File: src/rtl/adp_pkg.sv
package adp_pkg;
   typedef enum logic [3:0] {
      TS_SHIFT_DR   = 4'h2,
      TS_UPDATE_DR  = 4'h5,
      TS_CAPTURE_DR = 4'h6,
      TS_SHIFT_IR   = 4'hA,
      TS_RUN_IDLE   = 4'hC,
      TS_UPDATE_IR  = 4'hD,
      TS_CAPTURE_IR = 4'hE,
      TS_RESET      = 4'hF
   } tap_state_e;

   typedef enum logic [1:0] {
      AS_IDLE   = 2'd0,
      AS_SELECT = 2'd1,
      AS_DATA   = 2'd2
   } acc_state_e;
endpackage

File: src/rtl/adp_ir.sv
module adp_ir
   import adp_pkg::*;
#(
   parameter int IR_W      = 4,
   parameter int ENABLE_OP = 12
) (
   input  logic            clk,
   input  logic            por_n,
   input  logic            clr,
   input  logic            en,
   input  logic [3:0]      tap_state,
   input  logic            tdi,
   output logic            ir_lsb,
   output logic            load_enable,
   output logic            load_other
);
   localparam logic [IR_W-1:0] OP_CODE  = IR_W'(ENABLE_OP);
   localparam logic [IR_W-1:0] CAP_CODE = IR_W'(1);

   logic [IR_W-1:0] ir_sr;
   logic            upd;

   always_ff @(posedge clk or negedge por_n) begin
      if (!por_n)
         ir_sr <= '0;
      else if (clr)
         ir_sr <= '0;
      else if (en) begin
         if (tap_state == TS_CAPTURE_IR)
            ir_sr <= CAP_CODE;
         else if (tap_state == TS_SHIFT_IR)
            ir_sr <= {tdi, ir_sr[IR_W-1:1]};
      end
   end

   assign upd         = en && (tap_state == TS_UPDATE_IR);
   assign load_enable = upd && (ir_sr == OP_CODE);
   assign load_other  = upd && (ir_sr != OP_CODE);
   assign ir_lsb      = ir_sr[0];
endmodule

File: src/rtl/adp_fsm.sv
module adp_fsm
   import adp_pkg::*;
(
   input  logic       clk,
   input  logic       por_n,
   input  logic       clr,
   input  logic       en,
   input  logic [3:0] tap_state,
   input  logic       load_enable,
   input  logic       load_other,
   output acc_state_e state
);
   acc_state_e nxt;

   always_comb begin
      nxt = state;
      if (tap_state == TS_RESET)
         nxt = AS_IDLE;
      else if (load_enable)
         nxt = AS_SELECT;
      else if (load_other)
         nxt = AS_IDLE;
      else if (tap_state == TS_UPDATE_DR) begin
         case (state)
            AS_SELECT: nxt = AS_DATA;
            AS_DATA:   nxt = AS_SELECT;
            default:   nxt = state;
         endcase
      end
   end

   always_ff @(posedge clk or negedge por_n) begin
      if (!por_n)
         state <= AS_IDLE;
      else if (clr)
         state <= AS_IDLE;
      else if (en)
         state <= nxt;
   end
endmodule

File: src/rtl/adp_dr.sv
module adp_dr
   import adp_pkg::*;
#(
   parameter int                ADDR_W    = 7,
   parameter int                DATA_W    = 32,
   parameter int                NUM_EXT   = 15,
   parameter bit                ID_EN     = 1'b1,
   parameter logic [DATA_W-1:0] DEVICE_ID = 32'h0F5E_A011
) (
   input  logic              clk,
   input  logic              por_n,
   input  logic              clr,
   input  logic              en,
   input  logic [3:0]        tap_state,
   input  logic              tdi,
   input  acc_state_e        state,
   input  logic [DATA_W-1:0] reg_rdata,
   output logic [ADDR_W-1:0] addr_q,
   output logic              rw_q,
   output logic              ext_hit,
   output logic              dr_lsb,
   output logic [DATA_W-1:0] dat_sr
);
   localparam int                SEL_W    = ADDR_W + 1;
   localparam logic [ADDR_W-1:0] EXT_LAST = ADDR_W'(NUM_EXT);

   logic [SEL_W-1:0]  sel_sr;
   logic              byp;
   logic              id_hit;
   logic [DATA_W-1:0] id_value;
   logic [DATA_W-1:0] rd_value;

   generate
      if (ID_EN) begin : g_id
         assign id_hit   = (addr_q == '0);
         assign id_value = DEVICE_ID;
      end else begin : g_no_id
         assign id_hit   = 1'b0;
         assign id_value = '0;
      end
   endgenerate

   assign ext_hit  = (addr_q != '0) && (addr_q <= EXT_LAST);
   assign rd_value = id_hit ? id_value : (ext_hit ? reg_rdata : '0);

   always_ff @(posedge clk or negedge por_n) begin
      if (!por_n) begin
         sel_sr <= '0;
         dat_sr <= '0;
         byp    <= 1'b0;
         addr_q <= '0;
         rw_q   <= 1'b0;
      end else if (clr) begin
         sel_sr <= '0;
         dat_sr <= '0;
         byp    <= 1'b0;
         addr_q <= '0;
         rw_q   <= 1'b0;
      end else if (en) begin
         case (state)
            AS_IDLE: begin
               if (tap_state == TS_CAPTURE_DR)
                  byp <= 1'b0;
               else if (tap_state == TS_SHIFT_DR)
                  byp <= tdi;
            end
            AS_SELECT: begin
               if (tap_state == TS_CAPTURE_DR)
                  sel_sr <= {rw_q, addr_q};
               else if (tap_state == TS_SHIFT_DR)
                  sel_sr <= {tdi, sel_sr[SEL_W-1:1]};
               else if (tap_state == TS_UPDATE_DR) begin
                  rw_q   <= sel_sr[SEL_W-1];
                  addr_q <= sel_sr[ADDR_W-1:0];
               end
            end
            AS_DATA: begin
               if (tap_state == TS_CAPTURE_DR)
                  dat_sr <= rw_q ? '0 : rd_value;
               else if (tap_state == TS_SHIFT_DR)
                  dat_sr <= {tdi, dat_sr[DATA_W-1:1]};
            end
            default: ;
         endcase
      end
   end

   always_comb begin
      case (state)
         AS_SELECT: dr_lsb = sel_sr[0];
         AS_DATA:   dr_lsb = dat_sr[0];
         default:   dr_lsb = byp;
      endcase
   end
endmodule

File: src/rtl/adp_ctrl.sv
module adp_ctrl
   import adp_pkg::*;
#(
   parameter int                IR_W      = 4,
   parameter int                ENABLE_OP = 12,
   parameter int                ADDR_W    = 7,
   parameter int                DATA_W    = 32,
   parameter int                NUM_EXT   = 15,
   parameter bit                ID_EN     = 1'b1,
   parameter logic [DATA_W-1:0] DEVICE_ID = 32'h0F5E_A011
) (
   input  logic              clk,
   input  logic              por_n,
   input  logic              jcomp,
   input  logic              aux_grant,
   input  logic [3:0]        tap_state,
   input  logic              tdi,
   input  logic [DATA_W-1:0] reg_rdata,
   output logic [ADDR_W-1:0] reg_addr,
   output logic              reg_rd,
   output logic              reg_wr,
   output logic [DATA_W-1:0] reg_wdata,
   output logic              tdo
);
   generate
      if (IR_W < 2) begin : g_bad_ir
         $error("adp_ctrl: IR_W must be at least 2");
      end
      if (ENABLE_OP < 0 || ENABLE_OP >= (1 << IR_W)) begin : g_bad_op
         $error("adp_ctrl: ENABLE_OP does not fit IR_W");
      end
      if (ADDR_W < 1 || DATA_W < 2) begin : g_bad_w
         $error("adp_ctrl: ADDR_W or DATA_W too small");
      end
      if (NUM_EXT < 0 || NUM_EXT >= (1 << ADDR_W)) begin : g_bad_ext
         $error("adp_ctrl: NUM_EXT does not fit the address space");
      end
   endgenerate

   logic       en;
   logic       clr;
   logic       ir_lsb;
   logic       load_enable;
   logic       load_other;
   logic       rw_q;
   logic       ext_hit;
   logic       dr_lsb;
   acc_state_e acc_q;

   assign en  = jcomp && aux_grant;
   assign clr = !jcomp;

   adp_ir #(.IR_W(IR_W), .ENABLE_OP(ENABLE_OP)) ir_i (
      .clk(clk), .por_n(por_n), .clr(clr), .en(en),
      .tap_state(tap_state), .tdi(tdi), .ir_lsb(ir_lsb),
      .load_enable(load_enable), .load_other(load_other)
   );

   adp_fsm fsm_i (
      .clk(clk), .por_n(por_n), .clr(clr), .en(en),
      .tap_state(tap_state), .load_enable(load_enable),
      .load_other(load_other), .state(acc_q)
   );

   adp_dr #(
      .ADDR_W(ADDR_W), .DATA_W(DATA_W), .NUM_EXT(NUM_EXT),
      .ID_EN(ID_EN), .DEVICE_ID(DEVICE_ID)
   ) dr_i (
      .clk(clk), .por_n(por_n), .clr(clr), .en(en),
      .tap_state(tap_state), .tdi(tdi), .state(acc_q),
      .reg_rdata(reg_rdata), .addr_q(reg_addr), .rw_q(rw_q),
      .ext_hit(ext_hit), .dr_lsb(dr_lsb), .dat_sr(reg_wdata)
   );

   assign reg_rd = en && (acc_q == AS_DATA) && (tap_state == TS_CAPTURE_DR)
                   && !rw_q && ext_hit;
   assign reg_wr = en && (acc_q == AS_DATA) && (tap_state == TS_UPDATE_DR)
                   && rw_q && ext_hit;
   assign tdo    = en && ((tap_state == TS_SHIFT_IR) ? ir_lsb : dr_lsb);
endmodule

File: config.mk
export PLATFORM = sky130hd
export DESIGN_NAME = adp_ctrl
export DESIGN_NICKNAME = d
export VERILOG_FILES = /design/src/rtl/adp_pkg.sv /design/src/rtl/adp_ir.sv /design/src/rtl/adp_fsm.sv /design/src/rtl/adp_dr.sv /design/src/rtl/adp_ctrl.sv
export SDC_FILE = /design/constraint.sdc
export NUM_CORES = 1
export LEC_CHECK = 0
export BUFFER_PORTS_ARGS = -buffer_cell sky130_fd_sc_hd__buf_2
export CAP_MARGIN = 30
export CELL_PAD_IN_SITES_DETAIL_PLACEMENT = 2
export CELL_PAD_IN_SITES_GLOBAL_PLACEMENT = 2
export CORE_MARGIN = 10
export CORE_UTILIZATION = 28
export DETAILED_ROUTE_END_ITERATION = 8
export PLACE_DENSITY = 0.75
export SLEW_MARGIN = 20
export SYNTH_ARGS = -nofsm -noshare
export SYNTH_HDL_FRONTEND = slang
export SYNTH_SLANG_ARGS = --single-unit
export TNS_END_PERCENT = 1
File: constraint.sdc
create_clock -name clk -period 1.9 [get_ports clk]
set_clock_uncertainty 0.2 [all_clocks]
set_input_delay 0.19 -clock clk [delete_from_list [all_inputs] [get_ports clk]]
set_output_delay 0.19 -clock clk [all_outputs]
set_load 0.02 [all_outputs]
Word level (Yosys, flattened, before mapping)
Cells that the tools add are included.
Widths: inputs -> output; s select.
{"block": "word_totals", "register_bits": 55, "latch_bits": 0, "ramBits": 0, "mem_bits_ro": 0, "in_bits": 41, "out_inout_bits": 42, "elab_cells": 96, "memories": 0}
{"block": "op_classes", "add_sub_neg": 0, "n_mul": 0, "div": 0, "magnitude_cmp": 1, "n_eq_ne": 22, "shift": 0, "n_mux": 43, "n_bitwise": 0, "reduce_logical": 23}
{"operator": "$mux 32", "n": 8}
{"operator": "$mux 7", "n": 6}
{"operator": "$mux 8", "n": 5}
{"operator": "$eq 4x4->1 const B", "n": 5}
{"operator": "$mux 4", "n": 4}
{"operator": "$logic_and 1x1->1", "n": 13}
{"operator": "$mux 1", "n": 12}
{"operator": "$mux 2", "n": 6}
{"operator": "$reduce_and 3->1", "n": 4}
{"operator": "$ne 2x1->1 const B", "n": 5}
{"operator": "$eq 4x3->1 const B", "n": 2}
{"operator": "$le 7x4->1 const B", "n": 1}
{"operator": "$logic_not 7->1", "n": 1}
{"operator": "$reduce_bool 7->1", "n": 1}
{"operator": "$ne 3x1->1 const B", "n": 2}
{"operator": "$ne 6x1->1 const B", "n": 1}
{"operator": "$ne 5x1->1 const B", "n": 1}
{"operator": "$reduce_and 5->1", "n": 1}
{"operator": "$eq 4x2->1 const B", "n": 1}
{"operator": "$ne 2x2->1 const B", "n": 2}
{"operator": "$ne 4x4->1 const B", "n": 1}
{"operator": "$pmux 2 s2", "n": 1}
{"operator": "$eq 2x1->1 const B", "n": 1}
{"operator": "$eq 2x2->1 const B", "n": 1}
{"operator": "4 further kinds", "n": 4}

Logic depth before layout (Yosys ltp)
Gate-level depths: netlist of the first run.
{"block": "depth", "depth_word": 9, "mapped_depth": 7, "depth_no_buf": 6}

Hierarchy
Synthesis of the first run repeated with hierarchy kept, for this count alone.
{"block": "hier_totals", "hier_cells": 260, "area_unflattened_um2": 2820.2}
{"module": "adp_dr", "n_inst": 1, "cells_per_inst": 206, "area_each_um2": 2333.5, "seq_area_each_um2": 1226.2}
{"module": "adp_ir", "n_inst": 1, "cells_per_inst": 23, "area_each_um2": 247.7, "seq_area_each_um2": 100.1}
{"module": "adp_fsm", "n_inst": 1, "cells_per_inst": 19, "area_each_um2": 158.9, "seq_area_each_um2": 50.0}
{"module": "adp_ctrl", "n_inst": 1, "cells_per_inst": 12, "area_each_um2": 80.1, "seq_area_each_um2": 0.0}

Worst setup path after synthesis of the first run
Ideal clock, no wire load.
{"block": "synth_path", "kind": "reg2reg", "startpoint": "reg dr_i.addr_q[3]", "endpoint": "reg dr_i.dat_sr[23]", "setup_ps": 126, "t_arrival_ps": 1579, "required_time_ps": 1574, "setup_slack_ps": -5, "stages_incl_launch_ff": 6, "path_buffers": 1, "period_less_slack_ps": 1905, "path_cell_list": "dfrtp_1 nor4_4 nand3b_2 nor2_4 buf_4 a221o_1"}
{"block": "synth_via", "elab_chain_len": 9, "elab_cells_between_ends": 11, "cone_classes": "order compare (1); mux (7); reduce/logical (3)"}
{"element": "start, declared", "line_no": "adp_dr.sv:18", "rtl": "output logic [ADDR_W-1:0] addr_q,"}
{"element": "start signal, assigned", "line_no": "adp_dr.sv:74", "rtl": "addr_q <= sel_sr[ADDR_W-1:0];"}
{"element": "$le 7x4->1 / $reduce_bool 7->1 (equally long branches)", "line_no": "adp_dr.sv:43", "rtl": "assign ext_hit = (addr_q != '0) && (addr_q <= EXT_LAST);"}
{"element": "$logic_and 1x1->1", "line_no": "adp_dr.sv:43"}
{"element": "$mux 32", "line_no": "adp_dr.sv:44", "rtl": "assign rd_value = id_hit ? id_value : (ext_hit ? reg_rdata : '0);"}
{"element": "$mux 32 (*)", "line_no": "adp_dr.sv:44"}
{"element": "$mux 32 (*)", "line_no": "adp_dr.sv:79", "rtl": "dat_sr <= rw_q ? '0 : rd_value;"}
{"element": "$mux 32 (*)", "line_no": "adp_dr.sv:78", "rtl": "if (tap_state == TS_CAPTURE_DR)"}
{"element": "$mux 32 (*)", "line_no": "adp_dr.sv:60", "rtl": "case (state)"}
{"element": "$mux 32 (*)", "line_no": "adp_dr.sv:59", "rtl": "end else if (en) begin"}
{"element": "$mux 32 (*)", "line_no": "adp_dr.sv:53", "rtl": "end else if (clr) begin"}
{"element": "end signal, assigned", "line_no": "adp_dr.sv:79"}
{"element": "end signal, assigned", "line_no": "adp_dr.sv:81", "rtl": "dat_sr <= {tdi, dat_sr[DATA_W-1:1]};"}
{"element": "end, declared", "line_no": "adp_dr.sv:22", "rtl": "output logic [DATA_W-1:0] dat_sr"}
Mark *: on every way between the ends. The rest lies on a longest branch, timed or not. The select of a mux whose other input is x is not followed.
A chain may end at the register's enable or synchronous reset.

Worst setup path after layout of the first run
{"block": "layout_path", "startpoint": "reg fsm_i.state[1]", "endpoint": "out tdo"}
{"block": "layout_via", "elab_chain_len": 4, "elab_cells_between_ends": 5, "cone_classes": "eq/ne (2); mux (2); reduce/logical (1)"}
{"element": "start, declared", "line_no": "adp_fsm.sv:11", "rtl": "output acc_state_e state"}
{"element": "start signal, assigned", "line_no": "adp_fsm.sv:38", "rtl": "state <= nxt;"}
{"element": "$eq 2x2->1 / $eq 2x1->1 (equally long branches)", "line_no": "adp_dr.sv:89", "rtl": "case (state)"}
{"element": "$pmux 1 s2 (*)", "line_no": "adp_dr.sv:89"}
{"element": "$mux 1 (*)", "line_no": "adp_ctrl.sv:79", "rtl": "assign tdo = en && ((tap_state == TS_SHIFT_IR) ? ir_lsb : dr_lsb);"}
{"element": "$logic_and 1x1->1 (*)", "line_no": "adp_ctrl.sv:79"}
{"element": "end, declared", "line_no": "adp_ctrl.sv:23", "rtl": "output logic tdo"}
Mark *: on every way between the ends. The rest lies on a longest branch, timed or not.

==> impl_metrics.json, run 1 <==
{
  "grt_pass1_vias": 2983,
  "rr_startpoint": "fsm_i.state[1]$_DFFE_PN0P_",
  "synth_mux_area_share_pct": 4.06,
  "yosys.cell_types.count": 45,
  "first_pass_iters": 4,
  "synth_xor_area_share_pct": 0,
  "met3WireLength_um": 577,
  "synthCells": 269,
  "critPathCaptureType": "primary output",
  "ys_seq_area_share_pct": 49.6,
  "clk_path_buf_depth": 2,
  "antenna_found_initial": 0,
  "wl_per_cell_um": 20.2,
  "vdd_ir_drop_max_mv": 0.275,
  "viasPerCell": 5.02,
  "finalHoldViolCount": 0,
  "num_io_pins": 83,
  "power.switching_w": 0.000614,
  "cp-startpoint": "fsm_i.state[1]$_DFFE_PN0P_",
  "wl_mm": 10.7,
  "nFillCells": 1055,
  "rsz0062_at_grt": "true",
  "yosysWarningCount": 0,
  "p_leak_nw": 1.98,
  "synthAdderAreaFrac_pct": 1.35,
  "grt_start_max_net_pins": 40,
  "violations": "negative setup slack",
  "reg2reg_depth": 7,
  "hold_class": "in -> reg",
  "dp_hpwl_mm": 7.29,
  "yosys.area_share.simple_pct": 20.6,
  "wl_met2_mm": 5.28,
  "fin_nets": 437,
  "setup.worst_path.class": "reg -> out",
  "worstSkewPairLatency_ps": 320,
  "start_util_pct": 28.5,
  "maxSlewHeadroom_pct": 60.5,
  "layout_common_cells": "buf_2 (80), dfrtp_1 (54), a221o_1 (31)",
  "drtIter0Drc": 99,
  "synth_edf_count": 0,
  "diodes": 0,
  "power_frac_clock_pct": 35.4,
  "max-cap-violations": 0,
  "synth_compound_area_share_pct": 19.8,
  "synth_top_family_by_area": "simple AND/OR/NAND/NOR gates",
  "status": "finished, violations left",
  "coreArea_um2": 9730,
  "rows": 36,
  "synth_area_um2": 2770,
  "die_w_um": 120,
  "min_period_ps": 2110,
  "synth_flop_cell": "dfrtp_1",
  "grt_pass1_wl_mm": 17.0,
  "clock-sinks": 55,
  "fin_ws_ps": -211,
  "die_area_um2": 14300,
  "cp.arrival_ps": 1720,
  "hold_path_startpoint": "reg_rdata[27]",
  "tritoncts": "built",
  "numPortBuffers": 82,
  "grt-ovfl-total": 0,
  "final_common_cell": "buf_2",
  "crit_fanout": 3,
  "vias": 2646,
  "fin_crit_sh_pct": 111,
  "worstSetupStartpointType": "flip-flop",
  "reg2reg_slack_ps": -50,
  "slew_viol_final": 0,
  "timing.rr.end": "dr_i.dat_sr[2]$_DFFE_PN0P_",
  "worst_pin_slew_ps": 584,
  "power_frac_seq_pct": 51.1,
  "tns_ps": -934,
  "setup_viol": 22,
  "postRouteAntennaNets": 0,
  "die_y_um": 120,
  "critical_path.endpoint": "tdo",
  "p_per_area_nw_per_um2": 582,
  "place_congestion": 0.837,
  "combinationalPowerShare_pct": 13.5,
  "ctsRootBufferMaster": "clkbuf_8",
  "cts_max_level": 2,
  "worstPathRequired_ps": 1510,
  "intPower_w": 0.00174,
  "syn_nets": 313,
  "drc_errors": 0,
  "fmax_mhz": 474,
  "async_reset_ff_share_pct": 100,
  "m1WireLength_mm": 4.76,
  "pre_cts_ws_ps": -212,
  "swShare_pct": 26.1,
  "avgSynthCellArea_um2": 10.3,
  "yosys_register_bits": 55,
  "drive_gt1_share_pct": 39.1,
  "path_clk_slew_ps": 110,
  "cts_made_buffers": 5,
  "grtUsageTotal_pct": 14.6,
  "area_growth_pct": 45.6,
  "finalPower_w": 0.00235,
  "top_layer": "met4"
}
metrics by stage:
stage	std cells	hold slack, ps	instance area, µm²	util, %
after global placement	490	-40.6	3520	36.1
after global routing	527	12.3	4040	41.5
after CTS	525	5.69	3980	40.9
final	527	16.6	4040	41.5
after floorplan	269	-306	2790	-
after detailed placement	490	-20.7	3520	36.2
how the worst min path moves through the flow:
stage	end	slack, ps	depth (start not counted)
finish	dr_i.dat_sr[27]$_DFFE_PN0P_	20	4
detailed placement	dr_i.dat_sr[12]$_DFFE_PN0P_	-20	1
global route	dr_i.dat_sr[15]$_DFFE_PN0P_	10	4
floorplan	dr_i.addr_q[0]$_DFFE_PN0P_	-310	0
CTS	dr_i.dat_sr[22]$_DFFE_PN0P_	6	4
global placement	dr_i.dat_sr[7]$_DFFE_PN0P_	-40	1
cell type report:
type | instances | area (µm²) | share of cell area (%)
multi-input combinational | 187 | 1400 | 34.7
clock inverter | 3 | 46.3 | 1.15
sequential | 55 | 1380 | 34.1
tap | 133 | 166 | 4.12
clock buffer | 5 | 68.8 | 1.70
timing repair buffer | 133 | 937 | 23.2
inverter | 11 | 41.3 | 1.02
layer usage:
| layer | GRT usage (%) | vias to the layer above |
|---|---|---|
| met3 | 4.13 | 5 |
| met4 | 2.04 | 0 |
| li1 | - | 1225 |
| met5 | 0 | - |
| met2 | 25.1 | 79 |
| met1 | 18.2 | 1337 |
sequential cells by signal, indices dropped and copies added, names as in the netlist:
name / cells
dr_i.rw_q: 1
fsm_i.state: 2
ir_i.ir_sr: 4
dr_i.byp: 1
dr_i.dat_sr: 32
dr_i.addr_q: 7
dr_i.sel_sr: 8
power groups by stage:
| stage | Sequential (W) | Clock [W] | Combinational [W] |
|---|---|---|---|
| global route | 0.00121 | 0.000918 | 0.000348 |
| detailed placement | 0.00122 | 0 | 0.000253 |
| global placement | 0.00122 | 0 | 0.000244 |
| CTS | 0.00120 | 0.000850 | 0.000309 |
| finish | 0.00120 | 0.000831 | 0.000318 |
| floorplan | 0.00122 | 0 | 0.0000980 |
cell families after synthesis:
group	Yosys count
compound gates	67
fa+ha+maj	3
buf+inv	28
flops	55
mux	10
simple gates	106
cells in the mapped netlist, types with 2 or more instances:
cell | instances | area, µm²
buf_4 | 3 | 22.5
nor3_1 | 2 | 10.0
nor2b_1 | 5 | 31.3
mux2_2 | 10 | 113
nand2_1 | 23 | 86.3
o21bai_1 | 2 | 15.0
o21ai_0 | 17 | 85.1
buf_2 | 10 | 50.1
inv_1 | 10 | 37.5
ha_1 | 3 | 37.5
a21oi_1 | 5 | 25.0
nor3b_1 | 3 | 22.5
nand4_1 | 2 | 12.5
and2_0 | 6 | 37.5
o21ai_1 | 2 | 10.0
clkbuf_1 | 3 | 11.3
a221o_1 | 31 | 310
nand3_1 | 10 | 50.1
and2_1 | 12 | 75.1
a21boi_2 | 2 | 22.5
nor2_1 | 30 | 113
dfrtp_1 | 55 | 1380
repair_timing:
action | in CTS | in global routing
endpoints found under the hold margin | 38 | 0
hold buffers | 23 | 0
pin swaps | 14 | 11
setup buffers | 3 | 2
gates resized for setup | 21 | 15
gates cloned | 1 | 0
endpoints found under the setup margin | 34 | 37
worst max-delay path, stage by stage (launching register included):
cell and delay, ps:
dfrtp_1 450, inv_2 110, ha_4 290, nor2_2 40, a211oi_2 190, a21oi_1 60
nor2_1 110, buf_4 150
Power figures use the tool's default switching activity.
==> run 2, diff against run 1 <==
REMOVE_ABC_BUFFERS = 1   (was not set)
==> run 2 against run 1 <==
  * The flow still finishes with violations (negative setup slack)
  * Utilization is 1.4 points lower
  * Critical path depth did not move
  * Sequential power about the same
  * Non-clock buffer count decreased by 8
  * Final area fell by 3.4%
  * Power is 6.9% lower
  * Combinational power is 9.1% lower
  * Via count down 2.7%
  * Register-to-register slack improved by 90 ps
  * Largest power group unchanged
  * Highest routed layer unchanged
==> impl_metrics.json, run 2 (same netlist as run 1, synthesis figures left out) <==
{
  "status": "finished, violations left",
  "violations": "negative setup slack",
  "stdcell_count": 518,
  "combinationalPowerShare_pct": 13.2,
  "die_area_um2": 14300,
  "wl_per_cell_um": 19.6,
  "die_w_um": 120,
  "rows": 36,
  "area_growth_pct": 40.6,
  "postRouteAntennaNets": 0,
  "finish.utilization_pct": 40.1,
  "final_common_cell": "buf_2",
  "clock-sinks": 55,
  "num_io_pins": 83,
  "grt_pass1_wl_mm": 16.5,
  "grt-ovfl-total": 0,
  "setup.worst_path.class": "reg -> out",
  "tritoncts": "built",
  "maxSlewHeadroom_pct": 69.8,
  "worst_pin_slew_ps": 446,
  "p_leak_nw": 1.91,
  "coreArea_um2": 9730,
  "timing.rr.end": "dr_i.dat_sr[8]$_DFFE_PN0P_",
  "cts_max_level": 2,
  "diodes": 0,
  "vias": 2575,
  "dp.cells": 488,
  "reg_top3": "dr_i.dat_sr: 32 flops, dr_i.sel_sr: 8 flops, dr_i.addr_q: 7 flops",
  "grt_util_met1_pct": 16.8,
  "vdd_ir_drop_max_mv": 0.241,
  "layout_common_cells": "buf_2 (80), dfrtp_1 (54), a221o_1 (31)",
  "drtIter0Drc": 110,
  "wl_mm": 10.1,
  "worstSetupStartpointType": "flip-flop",
  "power.switching_w": 0.000569,
  "clk_path_buf_depth": 2,
  "power_frac_seq_pct": 54.9,
  "die_y_um": 120,
  "place_congestion": 0.835,
  "busiest_layer": "met2",
  "grtUsageTotal_pct": 14.0,
  "first_pass_iters": 4,
  "min_period_ps": 2060,
  "fin_nets": 428,
  "setup_viol": 3,
  "hold_slack_ps": 11.8,
  "dp_hpwl_mm": 6.92,
  "critical_path.endpoint": "tdo",
  "drive_gt1_share_pct": 37.4,
  "p_per_area_nw_per_um2": 561,
  "cts_made_buffers": 5,
  "cp.arrival_ps": 1670,
  "antenna_found_initial": 0,
  "worstSkewPairLatency_ps": 310,
  "reg2reg_slack_ps": 40,
  "grt_start_max_net_pins": 56,
  "path_cells": "inv_2 -> ha_4 -> nor2_2 -> a211oi_2 -> a21oi_1 -> nor2_1 -> buf_4",
  "nFillCells": 1091,
  "regMostFlops": "dr_i.dat_sr",
  "max_stage_delay_ps": 420,
  "intPower_w": 0.00162,
  "viasPerCell": 4.97,
  "rsz0062_at_grt": "true",
  "cp-startpoint": "fsm_i.state[1]$_DFFE_PN0P_",
  "finalHoldViolCount": 0,
  "tns_ps": -348,
  "crit_path_top_delay_cell": "dfrtp_1",
  "ctsRootBufferMaster": "clkbuf_8",
  "numPortBuffers": 82,
  "slew_viol_final": 0,
  "max-cap-violations": 0,
  "power_frac_clock_pct": 31.9,
  "fin_crit_sh_pct": 109,
  "grt_pass1_vias": 2955,
  "rr_startpoint": "fsm_i.state[1]$_DFFE_PN0P_",
  "start_util_pct": 28.5,
  "pre_cts_ws_ps": -12.8,
  "path_clk_slew_ps": 100,
  "grtUsageMet2_pct": 25.2,
  "hold_class": "in -> reg",
  "largest_register_ffs": 32,
  "grt_use_met3_pct": 2.53,
  "reg2reg_depth": 6,
  "swShare_pct": 26.0,
  "crit_fanout": 3,
  "fin_ws_ps": -163,
  "fmax_mhz": 485,
  "critPathCaptureType": "primary output",
  "worstPathRequired_ps": 1510,
  "drc_errors": 0
}
run 2: routing by layer:
| layer | wire [µm] | up-vias | share of wire [%] |
|---|---|---|---|
| met4 | 117 | 0 | 1.2 |
| met2 | 5270 | 49 | 52 |
| met5 | 0 | - | 0 |
| met3 | 309 | 7 | 3.0 |
| li1 | - | 1202 | - |
| met1 | 4430 | 1317 | 44 |
run 2: area by class of cell:
class	instances	area, µm²	share of cell area (%)
Sequential cell	55	1380	35.3
Clock inverter	1	8.76	0.225
Inverter	11	41.3	1.06
Timing Repair Buffer	125	865	22.2
Tap cell	133	166	4.27
Multi-Input combinational cell	186	1360	34.8
Clock buffer	7	86.3	2.21
run 2: per-stage QoR:
| step | power [W] | area, µm² |
|---|---|---|
| floorplan | 0.00130 | 2690 |
| global placement | 0.00146 | 3490 |
| detailed placement | 0.00146 | 3490 |
| CTS | 0.00222 | 3880 |
| global route | 0.00230 | 3900 |
| finish | 0.00219 | 3900 |
run 2: critical path, delay by kind of cell, from the launching register on:
family,cells,cell delay [ps]
and+or+nand+nor,2,150
AOI/OAI and AO/OA,2,250
buffers and inverters,2,250
adders and majority gates,1,290
DFF,1,420
run 2: how the worst min path moves through the flow:
| stage | end | start | depth (start not counted) | slack, ps |
|---|---|---|---|---|
| 6_report | dr_i.dat_sr[24]$_DFFE_PN0P_ | reg_rdata[24] | 4 | 10 |
| 5_1_grt | dr_i.dat_sr[19]$_DFFE_PN0P_ | reg_rdata[19] | 4 | 5 |
| 3_3_place_gp | ir_i.ir_sr[1]$_DFFE_PN0P_ | por_n | 2 | 10 |
| 2_1_floorplan | dr_i.addr_q[0]$_DFFE_PN0P_ | por_n | 0 | -310 |
| 4_1_cts | dr_i.dat_sr[13]$_DFFE_PN0P_ | reg_rdata[13] | 4 | 5 |
| 3_5_place_dp | ir_i.ir_sr[1]$_DFFE_PN0P_ | por_n | 2 | 20 |
run 2: power by group through the flow:
stage               clock network (W)  registers, W  logic [W]
global route                 0.000773       0.00120   0.000318
detailed placement                  0       0.00122   0.000240
floorplan                           0       0.00122  0.0000783
finish                       0.000698       0.00120   0.000289
CTS                          0.000730       0.00120   0.000289
global placement                    0       0.00122   0.000234
run 2: timing repair:
action | 4_1_cts | 5_1_grt
gates resized for setup | 19 | 5
endpoints found under the setup margin | 35 | 41
pin swaps | 5 | 11
hold buffers | 21 | 0
endpoints found under the hold margin | 75 | 0
setup buffers | 1 | 0
==> run 3, diff against run 2 <==
PLACE_DENSITY = not set   (was 0.75)
PLACE_DENSITY_LB_ADDON = 0.15   (was not set)
RECOVER_POWER = 50   (was not set)
==> run 3 against run 2 <==
  * The flow finishes with violations (negative hold slack, negative setup slack)
  * Sequential power barely moved
  * Critical path depth unchanged
  * Non-clock buffer count is 18 higher
  * Worst setup slack improved by 26 ps
  * Largest cell class is now multi-input combinational cells
  * Worst hold slack worse by 17 ps
  * Count of clock-buffer cells in the layout decreased by 1
  * Die area did not move
==> impl_metrics.json, run 3 (same netlist as run 1, synthesis figures left out) <==
{
  "fmax_mhz": 491,
  "area_growth_pct": 49.2,
  "grtUsageTotal_pct": 14.5,
  "wl_per_cell_um": 19.0,
  "rows": 36,
  "cts_max_level": 2,
  "setup.worst_path.class": "reg -> out",
  "die_area_um2": 14300,
  "hold_slack_ps": -4.97,
  "layout_common_cells": "buf_2 (75), dfrtp_1 (54), a221o_1 (31)",
  "grt_pass1_wl_mm": 17.0,
  "rsz0062_at_grt": "true",
  "multiInputGateArea_um2": 1420,
  "fin_crit_sh_pct": 107,
  "pre_cts_ws_ps": -63.2,
  "largest_register_ffs": 32,
  "worstPathRequired_ps": 1510,
  "start_util_pct": 28.5,
  "fin_ws_ps": -137,
  "reg_top3": "dr_i.dat_sr: 32 flops, dr_i.sel_sr: 8 flops, dr_i.addr_q: 7 flops",
  "intPower_w": 0.00174,
  "final_common_cell": "buf_2",
  "combinationalPowerShare_pct": 13.7,
  "cp.arrival_ps": 1650,
  "place_area_um2": 3540,
  "setup_viol": 3,
  "finalHoldViolCount": 1,
  "drtIter0Drc": 109,
  "regMostFlops": "dr_i.dat_sr",
  "grt_start_max_net_pins": 56,
  "power_frac_seq_pct": 51.4,
  "hold_class": "in -> reg",
  "power.switching_w": 0.000591,
  "coreArea_um2": 9730,
  "fin_nets": 446,
  "ff_latch_area_um2": 1380,
  "grt-ovfl-total": 0,
  "viasPerCell": 4.93,
  "power_frac_clock_pct": 34.9,
  "worstSetupStartpointType": "flip-flop",
  "vdd_ir_drop_max_mv": 0.364,
  "slew_viol_final": 0,
  "path_clk_slew_ps": 100,
  "postRouteAntennaNets": 0,
  "swShare_pct": 25.3,
  "status": "finished, violations left",
  "ctsRootBufferMaster": "clkbuf_8",
  "numPortBuffers": 82,
  "stdcell_count": 536,
  "first_pass_iters": 4,
  "dp.cells": 493,
  "place_congestion": 0.742,
  "max-cap-violations": 0,
  "worst_pin_slew_ps": 782,
  "num_io_pins": 83,
  "cts_made_buffers": 5,
  "final_area_um2": 4140,
  "critPathCaptureType": "primary output",
  "drc_errors": 0,
  "p_per_area_nw_per_um2": 564,
  "diodes": 0,
  "grt_pass1_vias": 3081,
  "die_y_um": 120,
  "p_leak_nw": 1.99,
  "nFillCells": 1085,
  "crit_fanout": 3,
  "maxSlewHeadroom_pct": 47.8,
  "min_period_ps": 2040,
  "drive_gt1_share_pct": 41.2,
  "die_w_um": 120,
  "antenna_found_initial": 0,
  "worstSkewPairLatency_ps": 320,
  "vias": 2641,
  "wl_mm": 10.2,
  "clock-sinks": 55,
  "dp_hpwl_mm": 6.97,
  "tritoncts": "built",
  "clk_path_buf_depth": 2,
  "violations": "negative hold slack, negative setup slack"
}
## run 3: cell count changes in the layout (fill, tap and decap cells not counted), moves of 3 or more
cell           previous run  this run
nor2_1                   27        18
buf_4                    16        24
nor2_2                    2         9
dlygate4sd3_1            21        27
buf_2                    80        75
clkbuf_1                  1         6
o21ai_0                  17        13
buf_6                     3         6
nand3_1                  10         7
nand3_2                   0         3
## run 3: critical path, cell delays in order (launching register included)
cell and delay, ps:
dfrtp_1 440, inv_2 130, ha_4 150, a22oi_2 70, a211oi_2 210, a21oi_1 60
nor2_1 120, buf_4 150
## run 3: stage by stage
stage	utilization, %	power, W	TNS (ps)	hold slack, ps
after floorplan	-	0.00130	-20860	-306
after global placement	36.3	0.00147	-163	19.6
after detailed placement	36.3	0.00147	-868	19.3
after CTS	41.8	0.00236	-311	2.34
after global routing	42.5	0.00244	-833	5.01
final	42.5	0.00233	-337	-4.97
## run 3: cell type report
cell class,count,share of cell area (%)
clock buffers,6,1.75
clock inverters,2,0.937
inverters,11,0.998
multi-input cells,186,34.4
flip-flops and latches,55,33.3
well taps,133,4.02
repair buffers,143,24.6
## run 3: path summary, 6_finish.rpt
check | from | cells after the start | to | slack [ps]
worst min register to register | dr_i.sel_sr[5]$_DFFE_PN0P_ | 2 | dr_i.sel_sr[5]$_DFFE_PN0P_ | 330
worst max-delay path | fsm_i.state[1]$_DFFE_PN0P_ | 7 | tdo | -140
min in group asynchronous | por_n | 3 | dr_i.dat_sr[10]$_DFFE_PN0P_ | 350
worst max register to register | dr_i.addr_q[3]$_DFFE_PN0P_ | 6 | dr_i.dat_sr[16]$_DFFE_PN0P_ | 30
worst min-delay path | reg_rdata[27] | 4 | dr_i.dat_sr[27]$_DFFE_PN0P_ | -5
max in group asynchronous | por_n | 3 | dr_i.addr_q[1]$_DFFE_PN0P_ | 550
## run 3: power by group through the flow
stage	clock network [W]	registers (W)	logic, W
3_3_place_gp	0	0.00122	0.000245
4_1_cts	0.000847	0.00120	0.000316
5_1_grt	0.000884	0.00120	0.000353
6_report	0.000813	0.00120	0.000319
2_1_floorplan	0	0.00122	0.0000783
3_5_place_dp	0	0.00122	0.000247
## run 3: repair_timing
item                                    4_1_cts  5_1_grt
resized for setup                            21       29
cloned                                        0        0
pin swaps                                     8        4
setup buffers                                 9        0
endpoints found under the setup margin       33       38
hold endpoints to repair                     81        0
hold buffers                                 27        0
## run 3: layer usage
metal | vias up | track usage (%) | wire (µm)
met5 | - | 0 | 0
met4 | 0 | 3.39 | 94
met3 | 4 | 3.05 | 339
met2 | 49 | 25.9 | 5380
met1 | 1349 | 17.3 | 4350
li1 | 1239 | - | -
